### src/rtl/pwm_bank_pkg.sv
package pwm_bank_pkg;
  localparam int BANK_SHIFT = 5;
  typedef enum logic [BANK_SHIFT-1:0] {
    OFS_PRESCALE = 5'h00,
    OFS_MODULUS  = 5'h04,
    OFS_DUTY     = 5'h08,
    OFS_RUN      = 5'h18
  } reg_ofs_e;
endpackage

### src/rtl/pwm_bank_decode.sv
module pwm_bank_decode
  import pwm_bank_pkg::*;
#(
  parameter int NCH    = 4,
  parameter int ADDR_W = $clog2(NCH) + BANK_SHIFT
) (
  input  logic              wr,
  input  logic [ADDR_W-1:0] addr,
  output logic [NCH-1:0]    sel_pre,
  output logic [NCH-1:0]    sel_mod,
  output logic [NCH-1:0]    sel_duty,
  output logic [NCH-1:0]    sel_run
);
  localparam int CH_W = ADDR_W - BANK_SHIFT;

  logic [CH_W-1:0]       ch;
  logic [BANK_SHIFT-1:0] ofs;

  assign ch  = addr[ADDR_W-1:BANK_SHIFT];
  assign ofs = addr[BANK_SHIFT-1:0];

  for (genvar c = 0; c < NCH; c++) begin : g_sel
    logic hit;
    assign hit         = wr && (ch == CH_W'(c));
    assign sel_pre[c]  = hit && (ofs == OFS_PRESCALE);
    assign sel_mod[c]  = hit && (ofs == OFS_MODULUS);
    assign sel_duty[c] = hit && (ofs == OFS_DUTY);
    assign sel_run[c]  = hit && (ofs == OFS_RUN);
  end
endmodule

### src/rtl/pwm_bank_chan.sv
module pwm_bank_chan #(
  parameter int PRE_W  = 8,
  parameter int MOD_W  = 8,
  parameter int DUTY_W = 16
) (
  input  logic              clk,
  input  logic              rst,
  input  logic              wr_pre,
  input  logic              wr_mod,
  input  logic              wr_duty,
  input  logic              wr_run,
  input  logic [DUTY_W-1:0] wdata,
  output logic [PRE_W-1:0]  stg_pre,
  output logic [MOD_W-1:0]  stg_mod,
  output logic [DUTY_W-1:0] stg_duty,
  output logic              running,
  output logic              pwm
);
  // staging, pending commit, active set, counters
  logic [PRE_W-1:0]  act_pre,  act_pre_n;
  logic [MOD_W-1:0]  act_mod,  act_mod_n;
  logic [DUTY_W-1:0] act_duty, act_duty_n;
  logic              pend,     pend_n;
  logic              run_n;
  logic [PRE_W-1:0]  pcnt,     pcnt_n;
  logic [MOD_W-1:0]  ccnt,     ccnt_n;
  logic              pwm_n;
  logic              start, boundary, apply;

  always_comb begin
    run_n    = wr_run ? wdata[0] : running;
    start    = wr_run && wdata[0] && !running;
    boundary = running && (act_mod != '0) && (pcnt == act_pre)
               && (ccnt == act_mod - MOD_W'(1));
    apply    = pend && (!running || (act_mod == '0) || boundary);

    act_pre_n  = apply ? stg_pre  : act_pre;
    act_mod_n  = apply ? stg_mod  : act_mod;
    act_duty_n = apply ? stg_duty : act_duty;
    pend_n     = wr_duty ? 1'b1 : (apply ? 1'b0 : pend);

    pcnt_n = '0;
    ccnt_n = '0;
    if (run_n && !start && (act_mod != '0) && !boundary) begin
      if (pcnt == act_pre) begin
        ccnt_n = ccnt + MOD_W'(1);
      end else begin
        pcnt_n = pcnt + PRE_W'(1);
        ccnt_n = ccnt;
      end
    end

    pwm_n = run_n && (act_mod_n != '0) && (act_duty_n != '0) &&
            ((act_duty_n >= DUTY_W'(act_mod_n)) || (DUTY_W'(ccnt_n) < act_duty_n));
  end

  always_ff @(posedge clk) begin
    if (rst) begin
      stg_pre  <= '0;
      stg_mod  <= '0;
      stg_duty <= '0;
      running  <= 1'b0;
      pend     <= 1'b0;
      act_pre  <= '0;
      act_mod  <= '0;
      act_duty <= '0;
      pcnt     <= '0;
      ccnt     <= '0;
      pwm      <= 1'b0;
    end else begin
      if (wr_pre)  stg_pre  <= wdata[PRE_W-1:0];
      if (wr_mod)  stg_mod  <= wdata[MOD_W-1:0];
      if (wr_duty) stg_duty <= wdata;
      running  <= run_n;
      pend     <= pend_n;
      act_pre  <= act_pre_n;
      act_mod  <= act_mod_n;
      act_duty <= act_duty_n;
      pcnt     <= pcnt_n;
      ccnt     <= ccnt_n;
      pwm      <= pwm_n;
    end
  end
endmodule

### src/rtl/pwm_bank.sv
module pwm_bank
  import pwm_bank_pkg::*;
#(
  parameter int NCH    = 4,
  parameter int PRE_W  = 8,
  parameter int MOD_W  = 8,
  parameter int DUTY_W = 16,
  parameter int DATA_W = 32,
  parameter int ADDR_W = $clog2(NCH) + BANK_SHIFT
) (
  input  logic              clk,
  input  logic              rst,
  input  logic              bus_wr,
  input  logic [ADDR_W-1:0] bus_addr,
  input  logic [DATA_W-1:0] bus_wdata,
  output logic [DATA_W-1:0] bus_rdata,
  output logic [NCH-1:0]    pwm_out
);
  localparam int CH_W = ADDR_W - BANK_SHIFT;

  logic [NCH-1:0]    sel_pre, sel_mod, sel_duty, sel_run;
  logic [PRE_W-1:0]  stg_pre  [NCH];
  logic [MOD_W-1:0]  stg_mod  [NCH];
  logic [DUTY_W-1:0] stg_duty [NCH];
  logic [NCH-1:0]    running;
  logic [DATA_W-1:0] rd_val;
  logic [CH_W-1:0]   rd_ch;

  pwm_bank_decode #(.NCH(NCH), .ADDR_W(ADDR_W)) u_dec (
    .wr(bus_wr), .addr(bus_addr),
    .sel_pre(sel_pre), .sel_mod(sel_mod), .sel_duty(sel_duty), .sel_run(sel_run)
  );

  for (genvar c = 0; c < NCH; c++) begin : g_ch
    pwm_bank_chan #(.PRE_W(PRE_W), .MOD_W(MOD_W), .DUTY_W(DUTY_W)) u_ch (
      .clk(clk), .rst(rst),
      .wr_pre(sel_pre[c]), .wr_mod(sel_mod[c]),
      .wr_duty(sel_duty[c]), .wr_run(sel_run[c]),
      .wdata(bus_wdata[DUTY_W-1:0]),
      .stg_pre(stg_pre[c]), .stg_mod(stg_mod[c]), .stg_duty(stg_duty[c]),
      .running(running[c]), .pwm(pwm_out[c])
    );
  end

  assign rd_ch = bus_addr[ADDR_W-1:BANK_SHIFT];

  always_comb begin
    rd_val = '0;
    case (bus_addr[BANK_SHIFT-1:0])
      OFS_PRESCALE: rd_val = DATA_W'(stg_pre[rd_ch]);
      OFS_MODULUS:  rd_val = DATA_W'(stg_mod[rd_ch]);
      OFS_DUTY:     rd_val = DATA_W'(stg_duty[rd_ch]);
      OFS_RUN:      rd_val = DATA_W'(running[rd_ch]);
      default:      rd_val = '0;
    endcase
  end

  always_ff @(posedge clk) begin
    if (rst) bus_rdata <= '0;
    else     bus_rdata <= rd_val;
  end
endmodule

### config.mk
export PLATFORM = sky130hd
export DESIGN_NAME = pwm_bank
export DESIGN_NICKNAME = d
export VERILOG_FILES = /design/src/rtl/pwm_bank_pkg.sv /design/src/rtl/pwm_bank_decode.sv /design/src/rtl/pwm_bank_chan.sv /design/src/rtl/pwm_bank.sv
export SDC_FILE = /design/constraint.sdc
export NUM_CORES = 1
export LEC_CHECK = 0
export ABC_CLOCK_PERIOD_IN_PS = 12600
export BUFFER_PORTS_ARGS = -buffer_cell sky130_fd_sc_hd__clkbuf_2
export CELL_PAD_IN_SITES_DETAIL_PLACEMENT = 1
export CELL_PAD_IN_SITES_GLOBAL_PLACEMENT = 1
export CORE_ASPECT_RATIO = 0.6
export CORE_MARGIN = 8
export CORE_UTILIZATION = 30
export CTS_CLUSTER_DIAMETER = 100
export CTS_CLUSTER_SIZE = 30
export DETAILED_ROUTE_END_ITERATION = 7
export HOLD_SLACK_MARGIN = 0.15
export PLACE_DENSITY = 0.56
export SLEW_MARGIN = 20
export SYNTH_ARGS = -nofsm -noshare
export SYNTH_HDL_FRONTEND = slang
export SYNTH_SLANG_ARGS = --single-unit
### constraint.sdc
create_clock -name clk -period 12.6 [get_ports clk]
set_clock_uncertainty 0.15 [all_clocks]
set_input_delay 0.63 -clock clk [delete_from_list [all_inputs] [get_ports clk]]
set_output_delay 0.63 -clock clk [all_outputs]
set_load 0.01 [all_outputs]
==> flow_summary.ini <==
[global_routing]
grt_busiest_layer = met1
use_met1_pct = 27.1
grt_first_pass_wirelength_um = 85900
grtUsageMet2_pct = 23.1
overflow = 0
use_met3_pct = 1.85
grt_antenna_before_repair = 1
grt_pass1_vias = 13437
grt_usage_pct = 16.5
grt_start_max_net_pins = 99

[die]
rows = 68
initial_utilization_pct = 30.1
fp.dieH_um = 201
die-width_um = 325
fp.coreArea_sq_um = 57000
dieArea_sq_um = 65300
ioPinCount = 78

[clocking]
cts_buffer_depth = 3
post_cts_buffers = 0
ctsResizeCount = 0
cts_max_level = 1
cts-root-buf = clkbuf_16
ctsHoldBuffers = 0
cts_tree = built
cts_sinks = 348
cts_made_buffers = 15
clkLatencyLatePin_ns = 0.55
clk_pin_slew_worst_paths_ns = 0.12

[critical_path]
path_max_fanout = 25
cp-start-kind = flip-flop
crit_arrival_ns = 5.62
cp.required_ns = 12.89
end_kind = flip-flop
critPathKind = reg2reg

[placement]
dpl_cell_area_sq_um = 18000
dp_hpwl_um = 42200
dp.cells = 2594
globalplace.congestion = 0.822
port_buffers = 45
dp_slack_ns = 7.26

[synth]
synth_edf_count = 0
yosys-top-cells-count = dfxtp_1, nor2_1, mux2i_1
synth_top_flop_cell = dfxtp_1
synth_seq_area_share_pct = 40.6
yosysWarnings = 0
syn_inst = 1863
yosysMostFrequentCell = dfxtp_1
syn_area_per_cell_sq_um = 9.21
synth_area_leader_cell = dfxtp_1
synth_top_cell_area_share_pct = 40.6
async_flop_share_pct = 0
synth_area_leaders = dfxtp_1, mux2i_1, nor2_1, ha_1, mux4_2
syn_area_sq_um = 17200
synth-seq-cells = 348
synth.distinct_cells = 74

[route]
vias = 13356
via_per_inst = 5.11
drtAntennaViolNets = 0
wl_per_cell_um = 21.3
drtIter0Drc = 945
totalWireLength_um = 55700
dr.pass1.iters = 5
drc = 0

[finish]
final_cell_count_no_fill = 2614
fill_cells = 6630
nets = 1954
drive_gt1_share_pct = 7.76
final_area_sq_um = 18400
final_util_pct = 32.3
areaGrowthSynthToFinish_pct = 7.32

[timing]
worst_pin_slew_ns = 1.05
timing.final.ws_setup_ns = 7.27
whs_ns = 0.220
hold_violations = 0
tns_ns = 0
fmax_mhz = 188
drv_slew = 0
maxSlewHeadroom_pct = 29.3
rsz0062_at_grt = false
setup_viol = 0
fin_crit_ns = 5.33
period_share_pct = 42.3

[pwr]
leakagePower_nw = 7.92
power_density_nw_per_um2 = 95.8
vdd_drop_max_v = 0.0000692
total_power_mw = 1.76

[run]
maxCapViolations = 0

[worst_hold_path]
min_path_type = in2reg

[status]
status = finished, final reports clean
[power breakdown]
group	internal (mW)	switching, mW
combinational	0.0130	0.0465
sequential	1.10	0.00166
clock	0.224	0.378
total	1.34	0.426
[placed cells by master, fill, tap and decap left out, types with 4 or more instances in the layout]
master	n
a211oi_1	5
a21o_1	16
a21oi_1	91
a311oi_1	4
and3_1	12
and4_1	12
buf_4	15
clkbuf_16	15
clkbuf_2	44
conb_1	16
dfxtp_1	348
ha_1	71
inv_1	52
mux2_2	5
mux2i_1	220
mux4_2	33
nand2_1	143
nand2b_1	12
nand3_1	49
nand4_1	21
nand4b_1	4
nor2_1	311
nor2b_1	17
nor3_1	46
nor3_2	4
nor3b_1	6
nor4_1	48
o211ai_1	4
o21ai_0	17
or2_2	4
or3_1	5
xnor2_1	69
xor2_1	53
[final timing paths]
path / startpoint / to / slack, ns / cells after the start
max reg2reg: g_ch[1].u_ch.act_mod[3] / g_ch[1].u_ch.pwm / 7.27 / 18
max: g_ch[1].u_ch.act_mod[3] / g_ch[1].u_ch.pwm / 7.27 / 18
min reg2reg: g_ch[2].u_ch.stg_duty[15] / g_ch[2].u_ch.stg_duty[15] / 0.36 / 2
min: bus_wdata[11] / g_ch[1].u_ch.stg_duty[11] / 0.22 / 3
[layout make-up]
| cell class | count | area [sq um] | area share (%) |
|---|---|---|---|
| multi-input combinational | 1364 | 9530 | 51.8 |
| sequential | 348 | 6970 | 37.8 |
| tap | 770 | 963 | 5.23 |
| clock buffer | 16 | 379 | 2.06 |
| timing repair buffer | 60 | 348 | 1.89 |
| inverter | 52 | 195 | 1.06 |
| clock inverter | 3 | 22.5 | 0.122 |
| antenna | 1 | 2.50 | 0.0136 |
[registers in the layout, indices dropped and copies added, names as in the netlist, 16 cells and up]
name and count:
g_ch.u_ch.act_pre 32, g_ch.u_ch.pcnt 32, g_ch.u_ch.stg_pre 32, g_ch.u_ch.act_duty 64
bus_rdata 16, g_ch.u_ch.act_mod 32, g_ch.u_ch.stg_mod 32, g_ch.u_ch.ccnt 32
g_ch.u_ch.stg_duty 64
[per-layer routing]
metal  share of wire [%]  wire length [um]
met5                   0                 0
met4                0.85               474
met3                 3.5              1950
met2                  40             22100
met1                  56             31200
[kinds of logic (layout without fill, tap and decap cells)]
| kind of cell | after synthesis | count (layout) | synth area share, % |
|---|---|---|---|
| AOI/OAI and AO/OA | 179 | 179 | 6.59 |
| and+or+nand+nor | 715 | 715 | 19.3 |
| DFF | 348 | 348 | 40.6 |
| adders and majority gates | 73 | 73 | 5.30 |
| buffers and inverters | 166 | 131 | 4.33 |
| other | 1 | 17 | 0.0219 |
| xor gates and xnor gates | 122 | 122 | 6.23 |
| muxes | 259 | 259 | 17.6 |
[critical path: stages, from the launching register on]
cell and delay [ns]:
dfxtp_1 0.39, nor4_1 0.65, o21ai_0 0.20, nand4_1 0.13
nand3_1 0.17, a21boi_1 0.34, nand2b_2 0.40, buf_4 0.50
mux2i_1 0.49, inv_1 0.17, ha_1 0.33, a21o_1 0.16
a21o_1 0.18, a21o_1 0.17, a21oi_1 0.13, o21a_1 0.14
o221ai_1 0.13, a211oi_1 0.26, nor3_1 0.11
Power figures use the tool's default switching activity.
